### src/rtl/rev_addsub_pkg.sv
package rev_addsub_pkg;

  // Two-line controlled-NOT: {p, q} = {x, x ^ y}
  function automatic logic [1:0] cnot_map(input logic x, input logic y);
    return {x, x ^ y};
  endfunction

  // Three-line Peres: {p, q, r} = {x, x ^ y, (x & y) ^ z}
  function automatic logic [2:0] peres_map(input logic x, input logic y, input logic z);
    return {x, x ^ y, (x & y) ^ z};
  endfunction

  // Garbage lines per stage kind
  localparam int unsigned HALF_GARB = 2;
  localparam int unsigned FULL_GARB = 3;

  function automatic int unsigned garb_width(input int unsigned w);
    return HALF_GARB + FULL_GARB * (w - 1);
  endfunction

endpackage

### src/rtl/rev_feynman.sv
module rev_feynman
  import rev_addsub_pkg::*;
(
  input  logic a_i,
  input  logic b_i,
  output logic p_o,
  output logic q_o
);
  assign {p_o, q_o} = cnot_map(a_i, b_i);
endmodule

### src/rtl/rev_peres.sv
module rev_peres
  import rev_addsub_pkg::*;
(
  input  logic a_i,
  input  logic b_i,
  input  logic c_i,
  output logic p_o,
  output logic q_o,
  output logic r_o
);
  assign {p_o, q_o, r_o} = peres_map(a_i, b_i, c_i);
endmodule

### src/rtl/rev_half_cell.sv
// Stage 0: mode-skewed A, one Peres with constant zero, undo cell on the result.
module rev_half_cell (
  input  logic       a_i,
  input  logic       b_i,
  input  logic       mode_i,
  output logic       d_o,
  output logic       cout_o,
  output logic [1:0] garb_o
);
  logic mode_fwd, a_skew, a_skew_pass, xor_skew, mode_spent;

  rev_feynman u_skew (.a_i(mode_i), .b_i(a_i), .p_o(mode_fwd), .q_o(a_skew));
  rev_peres   u_gen  (.a_i(a_skew), .b_i(b_i), .c_i(1'b0),
                      .p_o(a_skew_pass), .q_o(xor_skew), .r_o(cout_o));
  rev_feynman u_undo (.a_i(mode_fwd), .b_i(xor_skew), .p_o(mode_spent), .q_o(d_o));

  assign garb_o = {mode_spent, a_skew_pass};
endmodule

### src/rtl/rev_full_cell.sv
// Stage i>0: mode-skewed A, generate Peres, propagate Peres, undo cell.
module rev_full_cell (
  input  logic       a_i,
  input  logic       b_i,
  input  logic       mode_i,
  input  logic       cin_i,
  output logic       d_o,
  output logic       cout_o,
  output logic [2:0] garb_o
);
  logic mode_fwd, a_skew, a_skew_pass, xor_skew, gen_term;
  logic xor_skew_pass, d_skew, mode_spent;

  rev_feynman u_skew (.a_i(mode_i), .b_i(a_i), .p_o(mode_fwd), .q_o(a_skew));
  rev_peres   u_gen  (.a_i(a_skew), .b_i(b_i), .c_i(1'b0),
                      .p_o(a_skew_pass), .q_o(xor_skew), .r_o(gen_term));
  rev_peres   u_prop (.a_i(xor_skew), .b_i(cin_i), .c_i(gen_term),
                      .p_o(xor_skew_pass), .q_o(d_skew), .r_o(cout_o));
  rev_feynman u_undo (.a_i(mode_fwd), .b_i(d_skew), .p_o(mode_spent), .q_o(d_o));

  assign garb_o = {mode_spent, xor_skew_pass, a_skew_pass};
endmodule

### src/rtl/rev_addsub.sv
module rev_addsub
  import rev_addsub_pkg::*;
#(
  parameter int unsigned WIDTH   = 8,
  parameter bit          REG_OUT = 1'b1
) (
  input  logic                           clk,
  input  logic                           rst_n,
  input  logic [WIDTH-1:0]               a_i,
  input  logic [WIDTH-1:0]               b_i,
  input  logic                           sub_i,
  output logic [WIDTH-1:0]               res_o,
  output logic                           cb_o,
  output logic [2+3*(WIDTH-1)-1:0]       garb_o
);
  localparam int unsigned GW = garb_width(WIDTH);

  // Named internal events for the checker
  logic [WIDTH-1:0] res_w;
  logic [WIDTH-1:0] cb_w;
  logic [GW-1:0]    garb_w;

  for (genvar i = 0; i < WIDTH; i++) begin : g_stage
    if (i == 0) begin : g_half
      rev_half_cell u_cell (
        .a_i(a_i[0]), .b_i(b_i[0]), .mode_i(sub_i),
        .d_o(res_w[0]), .cout_o(cb_w[0]), .garb_o(garb_w[HALF_GARB-1:0])
      );
    end else begin : g_full
      localparam int unsigned BASE = HALF_GARB + FULL_GARB * (i - 1);
      rev_full_cell u_cell (
        .a_i(a_i[i]), .b_i(b_i[i]), .mode_i(sub_i), .cin_i(cb_w[i-1]),
        .d_o(res_w[i]), .cout_o(cb_w[i]), .garb_o(garb_w[BASE+FULL_GARB-1:BASE])
      );
    end
  end

  if (REG_OUT) begin : g_reg
    always_ff @(posedge clk or negedge rst_n) begin
      if (!rst_n) begin
        res_o  <= '0;
        cb_o   <= 1'b0;
        garb_o <= '0;
      end else begin
        res_o  <= res_w;
        cb_o   <= cb_w[WIDTH-1];
        garb_o <= garb_w;
      end
    end
  end else begin : g_comb
    assign res_o  = res_w;
    assign cb_o   = cb_w[WIDTH-1];
    assign garb_o = garb_w;
  end

endmodule

### config.mk
export PLATFORM = sky130hd
export DESIGN_NAME = rev_addsub
export DESIGN_NICKNAME = d
export VERILOG_FILES = /design/src/rtl/rev_addsub_pkg.sv /design/src/rtl/rev_feynman.sv /design/src/rtl/rev_peres.sv /design/src/rtl/rev_half_cell.sv /design/src/rtl/rev_full_cell.sv /design/src/rtl/rev_addsub.sv
export SDC_FILE = /design/constraint.sdc
export NUM_CORES = 1
export LEC_CHECK = 0
export ABC_AREA = 1
export CAP_MARGIN = 0
export CORE_AREA = 2 2 52 66
export DETAILED_ROUTE_END_ITERATION = 7
export DIE_AREA = 0 0 54 68
export GPL_ROUTABILITY_DRIVEN = 0
export PLACE_DENSITY_LB_ADDON = 0.08
export SYNTH_ARGS = -nofsm -noshare
export SYNTH_HDL_FRONTEND = slang
export SYNTH_SLANG_ARGS = --single-unit
### constraint.sdc
create_clock -name clk -period 0.8 [get_ports clk]
set_clock_uncertainty 0.05 [all_clocks]
set_input_delay 0.16 -clock clk [delete_from_list [all_inputs] [get_ports clk]]
set_output_delay 0.16 -clock clk [all_outputs]
set_load 0.02 [all_outputs]
**Yosys cells after proc, flatten, opt, wreduce, memory -nomap -nowiden**

Index checks and enable logic that the tools add are counted.
W data, S select, Z words.

- Register bits: 32
- Output and inout bits: 32
- Word-level logic and storage cells: 56

- Bitwise logic cells: 53

Operators with widths:

| operator | number |
|---|---|
| $xor A1 B1 Y1 | 38 |
| $and A1 B1 Y1 | 15 |

**Longest topological paths before layout**

- Word-level depth: 16
- Depth in mapped cells: 16
- Gate-level depth less buffers: 15

**Hierarchy**

Synthesis repeated with hierarchy kept, for this count alone.

- Cells, all modules: 264
- Area total of the unflattened synthesis: 2005.7 um2

Modules (own cells, without submodules):

| module | instances | cells each | area an instance (um2) | sequential area each (um2) |
|---|---|---|---|---|
| rev_addsub | 1 | 32 | 800.8 | 800.8 |
| rev_peres | 15 | 7 | 38.8 | 0.0 |
| rev_feynman | 16 | 6 | 26.3 | 0.0 |
| rev_full_cell | 7 | 4 | 26.3 | 0.0 |
| rev_half_cell | 1 | 3 | 18.8 | 0.0 |

**Worst setup path before layout**

OpenSTA, ideal clock, no wires.

- Path type: input port to flip-flop
- From: in sub_i
- To: reg res_o[7]
- Setup time: 0.116 ns
- Arrival: 3.544 ns
- Required time: 0.634 ns
- Slack: -2.910 ns
- Stages on the path: 15
- Buffers on the path: 2
- Path through: buf_6 -> buf_6 -> nand2_1 -> nand2_1 -> ha_1 -> fa_1 -> fa_1 -> fa_1 -> fa_1 -> fa_1 -> fa_1 -> inv_1 -> fa_1 -> nand2_1 -> nand2_1

- Longest elaborated chain between the ends: 16
- Elaborated cells between the ends (all ways): 36
- Classes of those cells: bitwise (36)

Ends and longest elaborated chain:

| element | RTL line | source |
|---|---|---|
| start: declaration | rev_addsub.sv:11 | `input logic sub_i,` |
| $xor A1 B1 Y1 | rev_addsub_pkg.sv:5 | `return {x, x ^ y};` |
| named net g_stage[0].g_half.u_cell.a_skew | rev_half_cell.sv:10 | `logic mode_fwd, a_skew, a_skew_pass, xor_skew, mode_spent;` |
| $and A1 B1 Y1 (2 in a row) | rev_addsub_pkg.sv:10 | `return {x, x ^ y, (x & y) ^ z};` |
| $xor A1 B1 Y1 | rev_addsub_pkg.sv:10 |  |
| $and A1 B1 Y1 | rev_addsub_pkg.sv:10 |  |
| $xor A1 B1 Y1 | rev_addsub_pkg.sv:10 |  |
| $and A1 B1 Y1 | rev_addsub_pkg.sv:10 |  |
| $xor A1 B1 Y1 | rev_addsub_pkg.sv:10 |  |
| $and A1 B1 Y1 | rev_addsub_pkg.sv:10 |  |
| $xor A1 B1 Y1 | rev_addsub_pkg.sv:10 |  |
| $and A1 B1 Y1 | rev_addsub_pkg.sv:10 |  |
| $xor A1 B1 Y1 | rev_addsub_pkg.sv:10 |  |
| $and A1 B1 Y1 | rev_addsub_pkg.sv:10 |  |
| $xor A1 B1 Y1 (2 in a row) | rev_addsub_pkg.sv:10 |  |
| $xor A1 B1 Y1 | rev_addsub_pkg.sv:5 |  |
| named net g_stage[7].g_full.u_cell.d_o | rev_full_cell.sv:7 | `output logic d_o,` |
| end signal: assignment | rev_addsub.sv:45 | `res_o <= res_w;` |
| end: declaration | rev_addsub.sv:12 | `output logic [WIDTH-1:0] res_o,` |

The timed path passes the listed nets, and every way through them passes these cells.

**Worst setup path in the final report**

Same ends and word-level chain as after synthesis.

==> results.yml <==
run_status:
  status: "finished with violations"
  violations: "setup timing"
grt:
  grt-ovfl-total: 0
  antenna_found_initial: 0
  grt_pass1_wl_mm: 5.20
  grt_usage_pct: 20.5
  grt_max_degree: 26
  grt_pass1_vias: 1139
min_path:
  min-delay-start: "sub_i"
  hp-class: "input pin to flip-flop"
setup_path:
  startpoint_type: "input pin"
  end_kind: "flip-flop"
  crit_path_max_fanout: 3
  endpoint: "res_o[7]$_DFF_PN0_"
  startpoint: "sub_i"
  worstSetupPathType: "input pin to flip-flop"
  crit_arrival_ns: 3.27
  required_ns: 0.93
detailed_routing:
  drt_wl_total_mm: 3.95
  route.detailed.drc: 0
  drt_iter0_drc: 46
  dr.pass1.iters: 4
  num_vias: 1130
  wl_per_cell_microns: 15.5
  ant_nets: 0
  vias_per_cell: 4.43
cells_and_area:
  n_antenna_cell: 0
  drive_gt1_share_pct: 62.8
  fin_util_pct: 78.2
  fill_cells: 188
  fin_nets: 253
  area_growth_pct: 95.3
yosys:
  synth_xor_area_share_pct: 0
  syn_inst: 121
  yosys_register_bits: 25
  synth-compound-area-share_pct: 0
  synthesis.area_sq_mm: 0.00124
  yosys.area_share.simple_pct: 16.2
  synthMuxAreaShare_pct: 0
  ys_types: 10
  synth_nets: 155
  ys_warn_count: 0
  synth_top_family_by_area: "adder cells"
  ys_seq_area_share_pct: 50.3
  synth.avg_cell_area_sq_um: 10.3
  yosys.area_share.adder_pct: 19.3
clock_network:
  cts_num_sinks: 25
  h-tree-depth: 1
  clockBufferDepth: 2
  clkTransAtPathRegs_ns: 0.09
  root_buffer: "clkbuf_8"
  tritoncts: "done"
  ctsHoldBuffers: 0
  cts_buffers: 3
sta:
  max_clock_freq_ghz: 0.318
  setup-violations-final: 51
  rsz0062_at_grt: "true"
  worst_slack_ns: -2.34
  slew_headroom_pct: 84.0
  slew_violations: 0
  worstMarginPinSlew_ns: 0.240
  fin_crit_sh_pct: 393
  whs_ns: 0.0816
  fin_crit_ns: 3.14
  hold_viol_final: 0
die:
  fp-row-count: 23
  start_util_pct: 40.1
  die_area_sq_mm: 0.00367
  dieWidth_microns: 54
  ios: 51
  die_h_microns: 68
  core-area_sq_mm: 0.00311
placed_design:
  place_worst_setup_slack_ns: -3.15
  dpl.hpwl_mm: 1.91
  portBuffers: 50
flow_run:
  max-cap-violations: 0
power_and_ir_drop:
  ir_worst_vdd_mv: 1.31
  powerDensity_mw_per_mm2: 1640
  p_leak_nw: 1.29
placed cells by master, fill, tap and decap left out, drive strengths merged:
cell type and instances:
dlygate4sd2 5, buf 87, clkdlybuf4s50 8, clkbuf 5, dfrtp 25, fa 7, inv 20, ha 8
dlymetal6s2s 2, nand2 51
critical path, cell delays in order:
cell     delay (ns)
buf_12         0.09
inv_8          0.03
nand2_4        0.07
nand2_4        0.07
ha_4           0.16
fa_2           0.33
fa_2           0.34
fa_2           0.35
fa_2           0.35
fa_2           0.35
fa_2           0.35
inv_2          0.06
fa_1           0.42
nand2_1        0.08
nand2_1        0.05
metal layers:
layer	wire length, microns	track usage (%)	up-vias	share of wire (%)
met5	0	0	-	0
met2	2350	36.4	35	59
met3	148	3.93	11	3.7
li1	-	-	530	-
met1	1310	21.5	554	33
met4	142	13.1	0	3.6
timing repair:
action	CTS	global route
endpoints found under the hold margin	0	0
setup buffers	33	11
setup endpoints to repair	56	53
pin swaps	13	18
resized for setup	228	41
synth_stat cells, drive strengths merged:
cell type	n	area, sq um
dfrtp	25	626
inv	20	82.6
buf	10	95.1
fa	7	140
ha	8	100
nand2	51	201
worst min path at each step:
stage	endpoint	slack [ns]	cells past startpoint
floorplan	cb_o$_DFF_PN0_	-0.19	0
global placement	garb_o[8]$_DFF_PN0_	0.48	2
detailed placement	garb_o[8]$_DFF_PN0_	0.48	2
CTS	garb_o[19]$_DFF_PN0_	0.18	3
global route	garb_o[19]$_DFF_PN0_	0.07	2
finish	garb_o[19]$_DFF_PN0_	0.08	2
power by group:
part	switching [mW]	internal [mW]	leakage (nW)
clock network	0.421	0.358	0.0228
registers	0.0852	1.43	0.295
logic	0.790	0.896	0.973
total	1.30	2.68	1.29
per-stage QoR:
stage,TNS [ns],total power [mW],cell area [sq um],std cells
floorplan,-15.99,2.17,1330,121
global placement,-39.04,2.73,1860,211
detailed placement,-39.94,2.77,1860,211
CTS,-26.48,3.80,2250,248
global route,-26.73,4.19,2430,255
finish,-25.17,3.98,2430,255
logic make-up after synthesis:
family	after synthesis
flops	25
simple gates	51
fa+ha+maj	15
buf+inv	30
registers in the layout (all words and copies together), names as in the netlist:
signal	flops
res_o	8
garb_o	16
cb_o	1
cell type report:
class	count	area [sq um]	area share, %
multi-input combinational	66	572	23.5
inverter	20	82.6	3.40
clock buffer	4	45.0	1.85
timing repair buffer	103	1060	43.5
sequential	25	627	25.8
tap	37	46.3	1.90
Note: power is estimated with default switching activity, not from simulation.
